==> config.mk <==
export PLATFORM = sky130hd
export DESIGN_NAME = adc_out_fmt
export DESIGN_NICKNAME = d
export VERILOG_FILES = /design/src/rtl/adc_fmt_pkg.sv /design/src/rtl/adc_fmt_mode_sel.sv /design/src/rtl/adc_fmt_encode.sv /design/src/rtl/adc_fmt_pipe.sv /design/src/rtl/adc_fmt_ddr_pack.sv /design/src/rtl/adc_out_fmt.sv
export SDC_FILE = /design/constraint.sdc
export NUM_CORES = 1
export LEC_CHECK = 0
export ABC_AREA = 1
export BUFFER_PORTS_ARGS = -buffer_cell sky130_fd_sc_hd__buf_2
export CORE_UTILIZATION = 52
export DETAILED_ROUTE_END_ITERATION = 12
export GPL_TIMING_DRIVEN = 0
export PLACE_DENSITY_LB_ADDON = 0.2
export SETUP_SLACK_MARGIN = 0.2
export SYNTH_ARGS = -nofsm -noshare
export SYNTH_HDL_FRONTEND = slang
export SYNTH_SLANG_ARGS = --single-unit
==> constraint.sdc <==
create_clock -name clk -period 2.51 [get_ports clk]
set_clock_uncertainty 0.15 [all_clocks]
set_input_delay 0.251 -clock clk [delete_from_list [all_inputs] [get_ports clk]]
set_output_delay 0.251 -clock clk [all_outputs]
set_load 0.02 [all_outputs]
==> src/rtl/adc_fmt_pkg.sv <==
package adc_fmt_pkg;

   // Output coding field; both low codes defer to the strap
   typedef enum logic [1:0] {
      FMTF_STRAP   = 2'b00,
      FMTF_STRAP_B = 2'b01,
      FMTF_TWOS    = 2'b10,
      FMTF_OFFS    = 2'b11
   } fmt_field_e;

   // Bus style field; 00 and 10 defer to the strap
   typedef enum logic [1:0] {
      LNKF_STRAP   = 2'b00,
      LNKF_DDR     = 2'b01,
      LNKF_STRAP_B = 2'b10,
      LNKF_PAR     = 2'b11
   } link_field_e;

   // Decoded strap code: {coding, bus style}
   typedef enum logic [1:0] {
      STRAP_TWOS_DDR = 2'b00,
      STRAP_TWOS_PAR = 2'b01,
      STRAP_OFFS_PAR = 2'b10,
      STRAP_OFFS_DDR = 2'b11
   } strap_e;

   typedef struct packed {
      logic twos;   // 1: twos complement, 0: offset binary
      logic ddr;    // 1: double data rate, 0: parallel
   } out_mode_t;

endpackage

==> src/rtl/adc_fmt_mode_sel.sv <==
module adc_fmt_mode_sel
   import adc_fmt_pkg::*;
(
   input  logic [1:0] fmt_fld_i,
   input  logic [1:0] link_fld_i,
   input  logic [1:0] strap_i,
   output out_mode_t  mode_o
);

   out_mode_t strap_mode;

   // Strap decode
   always_comb begin
      strap_mode = '{twos: 1'b0, ddr: 1'b0};
      case (strap_e'(strap_i))
         STRAP_TWOS_DDR: strap_mode = '{twos: 1'b1, ddr: 1'b1};
         STRAP_TWOS_PAR: strap_mode = '{twos: 1'b1, ddr: 1'b0};
         STRAP_OFFS_PAR: strap_mode = '{twos: 1'b0, ddr: 1'b0};
         default:        strap_mode = '{twos: 1'b0, ddr: 1'b1};
      endcase
   end

   // Register fields override the strap where they force a choice
   always_comb begin
      case (fmt_field_e'(fmt_fld_i))
         FMTF_TWOS: mode_o.twos = 1'b1;
         FMTF_OFFS: mode_o.twos = 1'b0;
         default:   mode_o.twos = strap_mode.twos;
      endcase
      case (link_field_e'(link_fld_i))
         LNKF_DDR: mode_o.ddr = 1'b1;
         LNKF_PAR: mode_o.ddr = 1'b0;
         default:  mode_o.ddr = strap_mode.ddr;
      endcase
   end

endmodule

==> src/rtl/adc_fmt_encode.sv <==
module adc_fmt_encode #(
   parameter int SMP_W = 14
) (
   input  logic [SMP_W-1:0] raw_i,
   input  logic             pos_i,
   input  logic             neg_i,
   input  logic             twos_i,
   output logic [SMP_W-1:0] code_o
);

   localparam logic [SMP_W-1:0] FS_HI    = '1;
   localparam logic [SMP_W-1:0] FS_LO    = '0;
   localparam logic [SMP_W-1:0] MSB_FLIP = {1'b1, {(SMP_W-1){1'b0}}};

   logic [SMP_W-1:0] clamped_ob;

   // Clamp in offset binary first, so one clamp serves both codings
   always_comb begin
      if (pos_i)      clamped_ob = FS_HI;
      else if (neg_i) clamped_ob = FS_LO;
      else            clamped_ob = raw_i;
   end

   assign code_o = twos_i ? (clamped_ob ^ MSB_FLIP) : clamped_ob;

endmodule

==> src/rtl/adc_fmt_pipe.sv <==
module adc_fmt_pipe #(
   parameter int W     = 16,
   parameter int DEPTH = 2
) (
   input  logic         clk,
   input  logic         rst_n,
   input  logic [W-1:0] d_i,
   output logic [W-1:0] first_o,
   output logic [W-1:0] last_o
);

   logic [DEPTH-1:0][W-1:0] stg;

   always_ff @(posedge clk or negedge rst_n) begin
      if (!rst_n) begin
         stg <= '0;
      end else begin
         stg[0] <= d_i;
         for (int i = 1; i < DEPTH; i++) stg[i] <= stg[i-1];
      end
   end

   assign first_o = stg[0];
   assign last_o  = stg[DEPTH-1];

endmodule

==> src/rtl/adc_fmt_ddr_pack.sv <==
module adc_fmt_ddr_pack #(
   parameter int SMP_W = 14,
   localparam int LANES = SMP_W / 2
) (
   input  logic             phase_i,   // 1: even-bit half, 0: odd-bit half
   input  logic             en_i,
   input  logic [SMP_W-1:0] word_i,
   output logic [LANES-1:0] lane_o
);

   for (genvar k = 0; k < LANES; k++) begin : g_lane
      assign lane_o[k] = en_i & (phase_i ? word_i[2*k] : word_i[2*k+1]);
   end

endmodule

==> src/rtl/adc_out_fmt.sv <==
module adc_out_fmt
   import adc_fmt_pkg::*;
#(
   parameter int SMP_W       = 14,
   parameter int PIPE_STAGES = 2
) (
   input  logic               clk,
   input  logic               rst_n,
   input  logic [SMP_W-1:0]   smp_i,
   input  logic               ovr_pos_i,
   input  logic               ovr_neg_i,
   input  logic [1:0]         fmt_fld_i,
   input  logic [1:0]         link_fld_i,
   input  logic [1:0]         strap_i,
   input  logic               obuf_off_i,
   input  logic               oe_pin_i,
   output logic [SMP_W-1:0]   par_data_o,
   output logic [SMP_W/2-1:0] ddr_lane_o,
   output logic               fclk_o,
   output logic               ovr_o,
   output logic               out_en_o
);

   localparam int LANES  = SMP_W / 2;
   localparam int PIPE_W = SMP_W + 2;   // {ddr, ovr, word}

   localparam logic [SMP_W-1:0] OB_HI = '1;
   localparam logic [SMP_W-1:0] OB_LO = '0;
   localparam logic [SMP_W-1:0] TC_HI = {1'b0, {(SMP_W-1){1'b1}}};
   localparam logic [SMP_W-1:0] TC_LO = {1'b1, {(SMP_W-1){1'b0}}};

   if (SMP_W < 2 || (SMP_W % 2) != 0) begin : g_bad_width
      $error("SMP_W must be even and at least 2");
   end
   if (PIPE_STAGES < 1) begin : g_bad_depth
      $error("PIPE_STAGES must be at least 1");
   end

   out_mode_t        mode;
   logic [SMP_W-1:0] enc_word;
   logic [PIPE_W-1:0] pipe_in, pipe_first, pipe_last;
   logic [SMP_W-1:0] q_word;
   logic             q_ovr, q_ddr;
   logic [SMP_W-1:0] s1_word;
   logic             s1_ovr, s1_ddr;
   logic [LANES-1:0] lanes;

   adc_fmt_mode_sel u_mode (
      .fmt_fld_i  (fmt_fld_i),
      .link_fld_i (link_fld_i),
      .strap_i    (strap_i),
      .mode_o     (mode)
   );

   adc_fmt_encode #(.SMP_W(SMP_W)) u_enc (
      .raw_i  (smp_i),
      .pos_i  (ovr_pos_i),
      .neg_i  (ovr_neg_i),
      .twos_i (mode.twos),
      .code_o (enc_word)
   );

   assign pipe_in = {mode.ddr, (ovr_pos_i | ovr_neg_i), enc_word};

   adc_fmt_pipe #(.W(PIPE_W), .DEPTH(PIPE_STAGES)) u_pipe (
      .clk     (clk),
      .rst_n   (rst_n),
      .d_i     (pipe_in),
      .first_o (pipe_first),
      .last_o  (pipe_last)
   );

   assign {q_ddr, q_ovr, q_word}    = pipe_last;
   assign {s1_ddr, s1_ovr, s1_word} = pipe_first;

   assign out_en_o = oe_pin_i & ~obuf_off_i;

   adc_fmt_ddr_pack #(.SMP_W(SMP_W)) u_ddr (
      .phase_i (clk),
      .en_i    (out_en_o & q_ddr),
      .word_i  (q_word),
      .lane_o  (lanes)
   );

   assign ddr_lane_o = lanes;
   assign par_data_o = (out_en_o & ~q_ddr) ? q_word : '0;
   assign fclk_o     = out_en_o & ~clk;
   assign ovr_o      = q_ovr;

   // Positive clamp lands in the first stage with the coding in force
   assert_pos_clamp_R2: assert property (@(posedge clk) disable iff (!rst_n)
      ($past(rst_n) && $past(ovr_pos_i)) |->
         (s1_word == ($past(mode.twos) ? TC_HI : OB_HI)));

   // Negative clamp when the positive flag is clear
   assert_neg_clamp_R3: assert property (@(posedge clk) disable iff (!rst_n)
      ($past(rst_n) && $past(ovr_neg_i) && !$past(ovr_pos_i)) |->
         (s1_word == ($past(mode.twos) ? TC_LO : OB_LO)));

   // Flag enters the pipeline with its own sample
   assert_ovr_tracks_R4: assert property (@(posedge clk) disable iff (!rst_n)
      $past(rst_n) |-> (s1_ovr == $past(ovr_pos_i | ovr_neg_i)));

   // A flagged word on the parallel bus is always one of the clamp codes
   assert_ovr_fullscale_R4: assert property (@(posedge clk) disable iff (!rst_n)
      (ovr_o && out_en_o && !q_ddr) |->
         (par_data_o == OB_HI || par_data_o == OB_LO ||
          par_data_o == TC_HI || par_data_o == TC_LO));

   // Forcing double data rate in the field wins over any strap
   assert_link_force_R6: assert property (@(posedge clk) disable iff (!rst_n)
      ($past(rst_n) && $past(link_fld_i) == 2'b01) |-> s1_ddr);

   // Disabled drivers leave the parallel bus quiet
   assert_outen_quiet_R10: assert property (@(posedge clk) disable iff (!rst_n)
      !out_en_o |-> (par_data_o == '0));

endmodule

# [Word level (Yosys, flattened, before mapping)]
# Cells that the tools add are included.
[word_totals] regBits=32 latch_bits=0 ramBits=0 mem_bits_ro=0 input_bits=26 word_cells=39 mem_count=0
[op_classes] add_sub_neg=0 mul=0 div=0 n_lt_le_gt_ge=0 eq_ne=6 n_shift=0 mux=14 bitwise_logic=16 n_reduce_logical=1
[ops] cell="2-to-1 mux 14 bit" n=4
[ops] cell="bitwise AND 1 bit" n=11
[ops] cell="== test 2 bit (second input constant)" n=4
[ops] cell="2-to-1 mux 1 bit" n=7
[ops] cell="one-hot mux 2 bit (3 select lines)" n=1
[ops] cell="== test 2 x 1 -> 1 bit (second input constant)" n=2
[ops] cell="NOT 1 bit" n=4
[ops] cell="one-hot mux 1 bit (2 select lines)" n=2
[ops] cell="logical NOT 2 bit" n=1
[ops] cell="OR 1 bit" n=1

# [Depth between registers and ports, before layout]
# Gate-level depths: netlist (run 1).
[depth] word_depth=4 mapped_depth=8 depth_no_buf=8

# [Cells and area by module]
# From an unflattened synthesis (run 1), not the netlist that was laid out.
[hier_totals] hier_cells=157 hier_area_um2=1371.3
[by_module_without_submodules] module="adc_fmt_pipe" instances=1 cells_each=32 area_each_um2=800.8 seq_area_each_um2=800.8
[by_module_without_submodules] module="adc_out_fmt" instances=1 cells_each=37 area_each_um2=192.7 seq_area_each_um2=0.0
[by_module_without_submodules] module="adc_fmt_encode" instances=1 cells_each=36 area_each_um2=147.6 seq_area_each_um2=0.0
[by_module_without_submodules] module="adc_fmt_ddr_pack" instances=1 cells_each=36 area_each_um2=142.6 seq_area_each_um2=0.0
[by_module_without_submodules] module="adc_fmt_mode_sel" instances=1 cells_each=16 area_each_um2=87.6 seq_area_each_um2=0.0

==> metrics.md, run 1 <==
| Metric | Value |
|---|---|
| Chip height | `53.19 um` |
| DR vias | `1363` |
| Worst rel slew slack | `0.5564` |
| Distinct cell type count after synthesis | `15` |
| Final total power | `0.002262 W` |
| Top_reg_cell synth | `dfrtp_1` |
| Slew Limit Fails | `0` |
| Starting Density | `0.5500` |
| Crit. End Element | `output pin` |
| Hold endpoint | `u_pipe.first_o[13]$_DFF_PN0_` |
| Post-synthesis sequential area ratio | `0.5877` |
| Global-route wire length before repair | `4836 um` |
| Mapped cell area | `1363 um2` |
| Initial antenna violation count | `0` |
| Number of flops mapped to enable cells by yosys | `0` |
| Syn_area_per_cell | `9.595 um2` |
| RR Endpoint | `u_pipe.last_o[3]$_DFF_PN0_` |
| HPWL Detailed | `1579 um` |
| Final Cell Area | `2307 um2` |
| Hold WC Path Type | `in2reg` |
| Die W | `53.19 um` |
| Worst Max-Slew Pin Slew | `0.6653 ns` |
| Min-Delay Startpoint | `fmt_fld_i[0]` |
| Worst reg-to-reg setup slack | `1.86 ns` |
| PortBufs | `49` |
| Via-to-Cell Ratio | `4.938` |
| Ratio of cells with drive above 1 in the final layout | `0.4309` |
| Startpoint types | `clock port` |
| Max Cap Violations | `0` |
| DRT Wirelength | `4119 um` |
| Reg clk slew, reported paths | `0.10 ns` |
| DRC | `0` |
| Peak supply drop | `916.3 uV` |
| Crit Path Category | `clk2out` |
| Global route overflow | `0` |
| Final #Nets | `272` |
| Sequential standard cell area | `800.8 um2` |
| Reg2reg path depth | `0` |
| # fillers | `83` |
| Mapped Nets | `171` |
| Post-route ant nets | `0` |
| Vias in the first global route | `1342` |
| Violated checks | `negative setup slack` |
| Rows | `18` |
| GPL Wtd Cong | `0.7017` |
| Non-filler cells, final | `276` |
| Ys async rst share | `1.000` |
| Leak pwr | `1.254 nW` |
| Critical Path RT | `2.11 ns` |
| Setup violators final | `8` |
| Largest net degree at the start of global routing | `33` |
| N_diodes | `0` |
| Worst Slack Setup Final | `-0.5084 ns` |
| Reg-to-reg critical path startpoint | `u_pipe.first_o[3]$_DFF_PN0_` |
| Area of the multi-input gates | `476.7 um2` |
| Yosys reg bits | `32` |
| RSZ-0062 raised after global routing | `true` |
| Worst skew pair latency | `0.43 ns` |
| Worst Path Max Fanout | `4` |
| Initial drt markers | `35` |
| Hold path cells | `6` |
| Area Overhead vs Synth | `69.33%` |
| Core ar. | `2477 um2` |
| Gr usage total | `0.2718` |
| Worst hold margin | `0.05641 ns` |
| CTS tree | `built` |
| Inst Count DP | `221` |
| Top-level port count | `50` |
| DRT Pass-1 Iters | `5` |
| Mapped Cells | `142` |
| PD cells | `980.6 nW/um2` |
| Status | `complete, but fails checks` |
| Placed Area | `1672 um2` |
| Crit path DAT | `2.62 ns` |
| Hold Violations, Final | `0` |
| Area of the die | `2829 um2` |
| Yosys warnings | `0` |
| Wirelength per Cell | `14.92 um` |
-- cells in the mapped netlist, types with 2 or more instances --
library cell | number | area share
ha_1 | 3 | 0.028
dfrtp_1 | 32 | 0.59
buf_2 | 2 | 0.0073
inv_1 | 25 | 0.069
nor2_1 | 6 | 0.017
a21oi_1 | 7 | 0.026
nand2_1 | 50 | 0.14
nor2_4 | 10 | 0.083
-- what timing repair did --
action / 4_1_cts / 5_1_grt
hold buffers: 25 / 0
endpoints found under the setup margin: 8 / 8
hold endpoints to repair: 47 / 0
gates cloned: 0 / 0
setup buffers: 0 / 1
gates resized for setup: 25 / 29
pin swaps: 2 / 6
-- through the flow --
step	setup WS [ns]	setup TNS (ns)	utilization
3_5_place_dp	0.2348	0	0.6747
4_1_cts	-0.6618	-4.827	0.9056
6_report	-0.5084	-3.731	0.9313
2_1_floorplan	0.2502	0	-
5_1_grt	-0.5577	-4.130	0.9313
3_3_place_gp	0.2358	0	0.6747
-- how the worst max path moves through the flow --
stage | cells past startpoint | from | end | slack, ns
2_1_floorplan | 4 | clk | ddr_lane_o[0] | 0.25
3_3_place_gp | 5 | clk | ddr_lane_o[0] | 0.24
3_5_place_dp | 5 | clk | ddr_lane_o[2] | 0.23
4_1_cts | 13 | clk | ddr_lane_o[1] | -0.66
5_1_grt | 13 | clk | ddr_lane_o[6] | -0.56
6_report | 13 | clk | ddr_lane_o[2] | -0.51
-- registers in the layout (all words and copies together), names as in the netlist --
name	count
u_pipe.first_o	16
u_pipe.last_o	16
-- placed cells by master (no fill, tap or decap) --
master	synthesis	routed
or2_1	1	1
clkbuf_8	0	2
nor2_4	10	11
clkinv_4	0	1
clkbuf_4	0	7
ha_1	3	3
buf_2	2	42
nand2_4	0	1
buf_4	0	4
dfrtp_1	32	32
inv_2	0	4
nor2_1	6	5
buf_6	1	9
dlygate4sd3_1	0	25
mux2i_1	1	1
a21oi_2	0	7
bufinv_16	0	1
nand2_1	50	44
inv_4	0	1
nand3_1	1	1
clkbuf_1	0	1
buf_12	1	1
buf_8	0	9
nand2_2	1	6
inv_1	25	26
buf_1	1	1
-- cells by family after synthesis --
kind of cell	Yosys count	share of synthesized area
fa+ha+maj	3	0.02755
compound gates	7	0.02571
mux	1	0.007346
simple gates	69	0.2498
buf+inv	30	0.1019
flops	32	0.5877
-- layer usage --
metal | track usage | up-vias | wire length [um]
met2 | 0.4346 | 106 | 2162
met4 | 0.3377 | 0 | 201
met1 | 0.2054 | 613 | 1436
met3 | 0.1379 | 26 | 319
met5 | 0 | - | 0
li1 | - | 618 | -
-- area by class of cell --
type                    instances  area share
clock inverters                 9     0.02928
inverters                      24     0.03905
multi-input cells              80      0.2066
clock buffers                  30      0.1421
repair buffers                 66      0.1974
well taps                      30     0.01627
plain buffers                   5     0.02223
flip-flops and latches         32      0.3471
-- worst max-delay path, cell delays in order --
cell and delay (ns):
buf_8 0.09, buf_8 0.10, buf_8 0.10, buf_8 0.11, buf_8 0.10, buf_6 0.11
buf_8 0.11, buf_8 0.11, buf_6 0.12, inv_1 0.04, nand2_1 0.06, a21oi_2 0.15
buf_6 0.14
-- power by group --
group / internal (W) / leakage (nW) / total (W) / switching, W
clock: 0.000922 / 0.288 / 0.00153 / 0.000605
sequential: 0.000550 / 0.353 / 0.000568 / 0.0000175
combinational: 0.0000729 / 0.612 / 0.000169 / 0.0000960
Power figures use the tool's default switching activity.
==> run 2, diff against run 1 <==
REMOVE_ABC_BUFFERS = 1   (was default)
==> metrics.md, run 2 (synthesized netlist as in run 1, its figures left out) <==
| Metric | Value |
|---|---|
| Status | `complete, but fails checks` |
| Violated checks | `negative hold slack` |
| Via-to-Cell Ratio | `4.476` |
| Rows | `18` |
| DRC | `0` |
| Reg2reg path depth | `0` |
| Worst hold margin | `-0.008184 ns` |
| Critical Path RT | `2.11 ns` |
| Wirelength per Cell | `10.75 um` |
| Hold path cells | `3` |
| Peak supply drop | `794.5 uV` |
| DR vias | `1195` |
| Crit Path Category | `clk2out` |
| Most common cell after layout, fill and taps aside | `nand2_1` |
| Max Cap Violations | `0` |
| Die W | `53.19 um` |
| Setup violators final | `0` |
| Layout Utilization | `0.8606` |
| Chip height | `53.19 um` |
| HPWL Detailed | `1552 um` |
| Gr usage total | `0.2509` |
| Global-route wire length before repair | `4602 um` |
| Critical path's most frequent cell | `buf_8` |
| DRT Wirelength | `2871 um` |
| CP max-delay cell | `buf_4` |
| Area of the die | `2829 um2` |
| GPL Wtd Cong | `0.6620` |
| PD cells | `801.7 nW/um2` |
| # fillers | `135` |
| Largest net degree at the start of global routing | `33` |
| CP delay by family, top | `buffers and inverters` |
| Ratio of cells with drive above 1 in the final layout | `0.3966` |
| CP Buf/Inv Count | `5` |
| Startpoint types | `clock port` |
| DRT Pass-1 Iters | `4` |
| Worst Path Max Fanout | `5` |
| Leak pwr | `1.170 nW` |
| Post-route ant nets | `0` |
| PortBufs | `49` |
| Min-Delay Startpoint | `ovr_neg_i` |
| Hold endpoint | `u_pipe.first_o[14]$_DFF_PN0_` |
| Core ar. | `2477 um2` |
| CP Cell Sequence | `buf_8 -> buf_8 -> buf_8 -> inv_2 -> nand2_1 -> a21oi_1 -> buf_4` |
| Slew Limit Fails | `0` |
| Top-level port count | `50` |
| Worst skew pair latency | `0.55 ns` |
| CTS tree | `built` |
| Crit. End Element | `output pin` |
| Starting Density | `0.5500` |
| Vias in the first global route | `1302` |
| Area of the multi-input gates | `465.4 um2` |
| Reg clk slew, reported paths | `0.10 ns` |
| Initial antenna violation count | `0` |
| Reg-to-reg critical path startpoint | `u_pipe.first_o[13]$_DFF_PN0_` |
| RSZ-0062 raised after global routing | `true` |
| Global route overflow | `0` |
| Hold Violations, Final | `2` |
| Sequential standard cell area | `800.8 um2` |
| Worst rel slew slack | `0.5625` |
| Worst reg-to-reg setup slack | `1.72 ns` |
| Max stage delay on crit path | `0.16 ns` |
| Worst Max-Slew Pin Slew | `0.6562 ns` |
| Most frequent cells in the layout | `nand2_1 (44), buf_2 (42), dfrtp_1 (32)` |
| RR Endpoint | `u_pipe.last_o[13]$_DFF_PN0_` |
| Hold WC Path Type | `in2reg` |
| Initial drt markers | `10` |
| Area Overhead vs Synth | `56.47%` |
| N_diodes | `0` |
| Crit path DAT | `1.97 ns` |
| Setup TNS | `0 ns` |
| Final #Nets | `264` |
-- run 2: layer usage --
| layer | vias up | track usage | share of wire |
|---|---|---|---|
| li1 | 595 | - | - |
| met1 | 539 | 0.2281 | 0.41 |
| met2 | 52 | 0.3312 | 0.51 |
| met3 | 9 | 0.1839 | 0.056 |
| met4 | 0 | 0.2851 | 0.024 |
| met5 | - | 0 | 0 |
-- run 2: what timing repair did --
item	CTS	global route
endpoints found under the hold margin	48	0
resized for setup	21	20
endpoints found under the setup margin	7	15
hold buffers	28	0
buffers inserted	3	1
pin swaps	3	7
-- run 2: worst min-delay path: stages --
cell and delay (ns):
buf_2 0.07, inv_1 0.18, nand2_1 0.15
-- run 2: final cells by class --
cell class | instances | area share
Clock inverter | 7 | 0.01467
Inverter | 24 | 0.04225
Multi-Input combinational cell | 80 | 0.2183
Sequential cell | 32 | 0.3756
Tap cell | 30 | 0.01761
Clock buffer | 25 | 0.1039
Timing Repair Buffer | 69 | 0.2277
-- run 2: where the power goes --
part | leakage [nW] | switching, W | internal [W]
Sequential | 0.353 | 0.0000160 | 0.000551
Combinational | 0.605 | 0.0000824 | 0.0000715
Clock | 0.212 | 0.000482 | 0.000506
Total | 1.17 | 0.000581 | 0.00113
-- run 2: metrics by stage --
stage / worst slack, ns / std cells / total power (W) / area, um2
after floorplan: 0.3240 / 137 / 0.0007611 / 1318
after global placement: 0.4097 / 216 / 0.0008237 / 1600
after detailed placement: 0.4091 / 216 / 0.0008299 / 1600
after CTS: 0.07316 / 266 / 0.001572 / 2083
after global routing: 0.1057 / 267 / 0.001822 / 2132
final: 0.1436 / 267 / 0.001709 / 2132
-- run 2: worst max path at each step --
stage | startpoint | end | slack, ns | cells after the start
6_report | clk | ddr_lane_o[0] | 0.14 | 7
3_3_place_gp | clk | ddr_lane_o[0] | 0.41 | 4
3_5_place_dp | clk | ddr_lane_o[0] | 0.41 | 4
2_1_floorplan | clk | ddr_lane_o[0] | 0.32 | 3
4_1_cts | clk | ddr_lane_o[3] | 0.07 | 7
5_1_grt | clk | ddr_lane_o[3] | 0.11 | 7
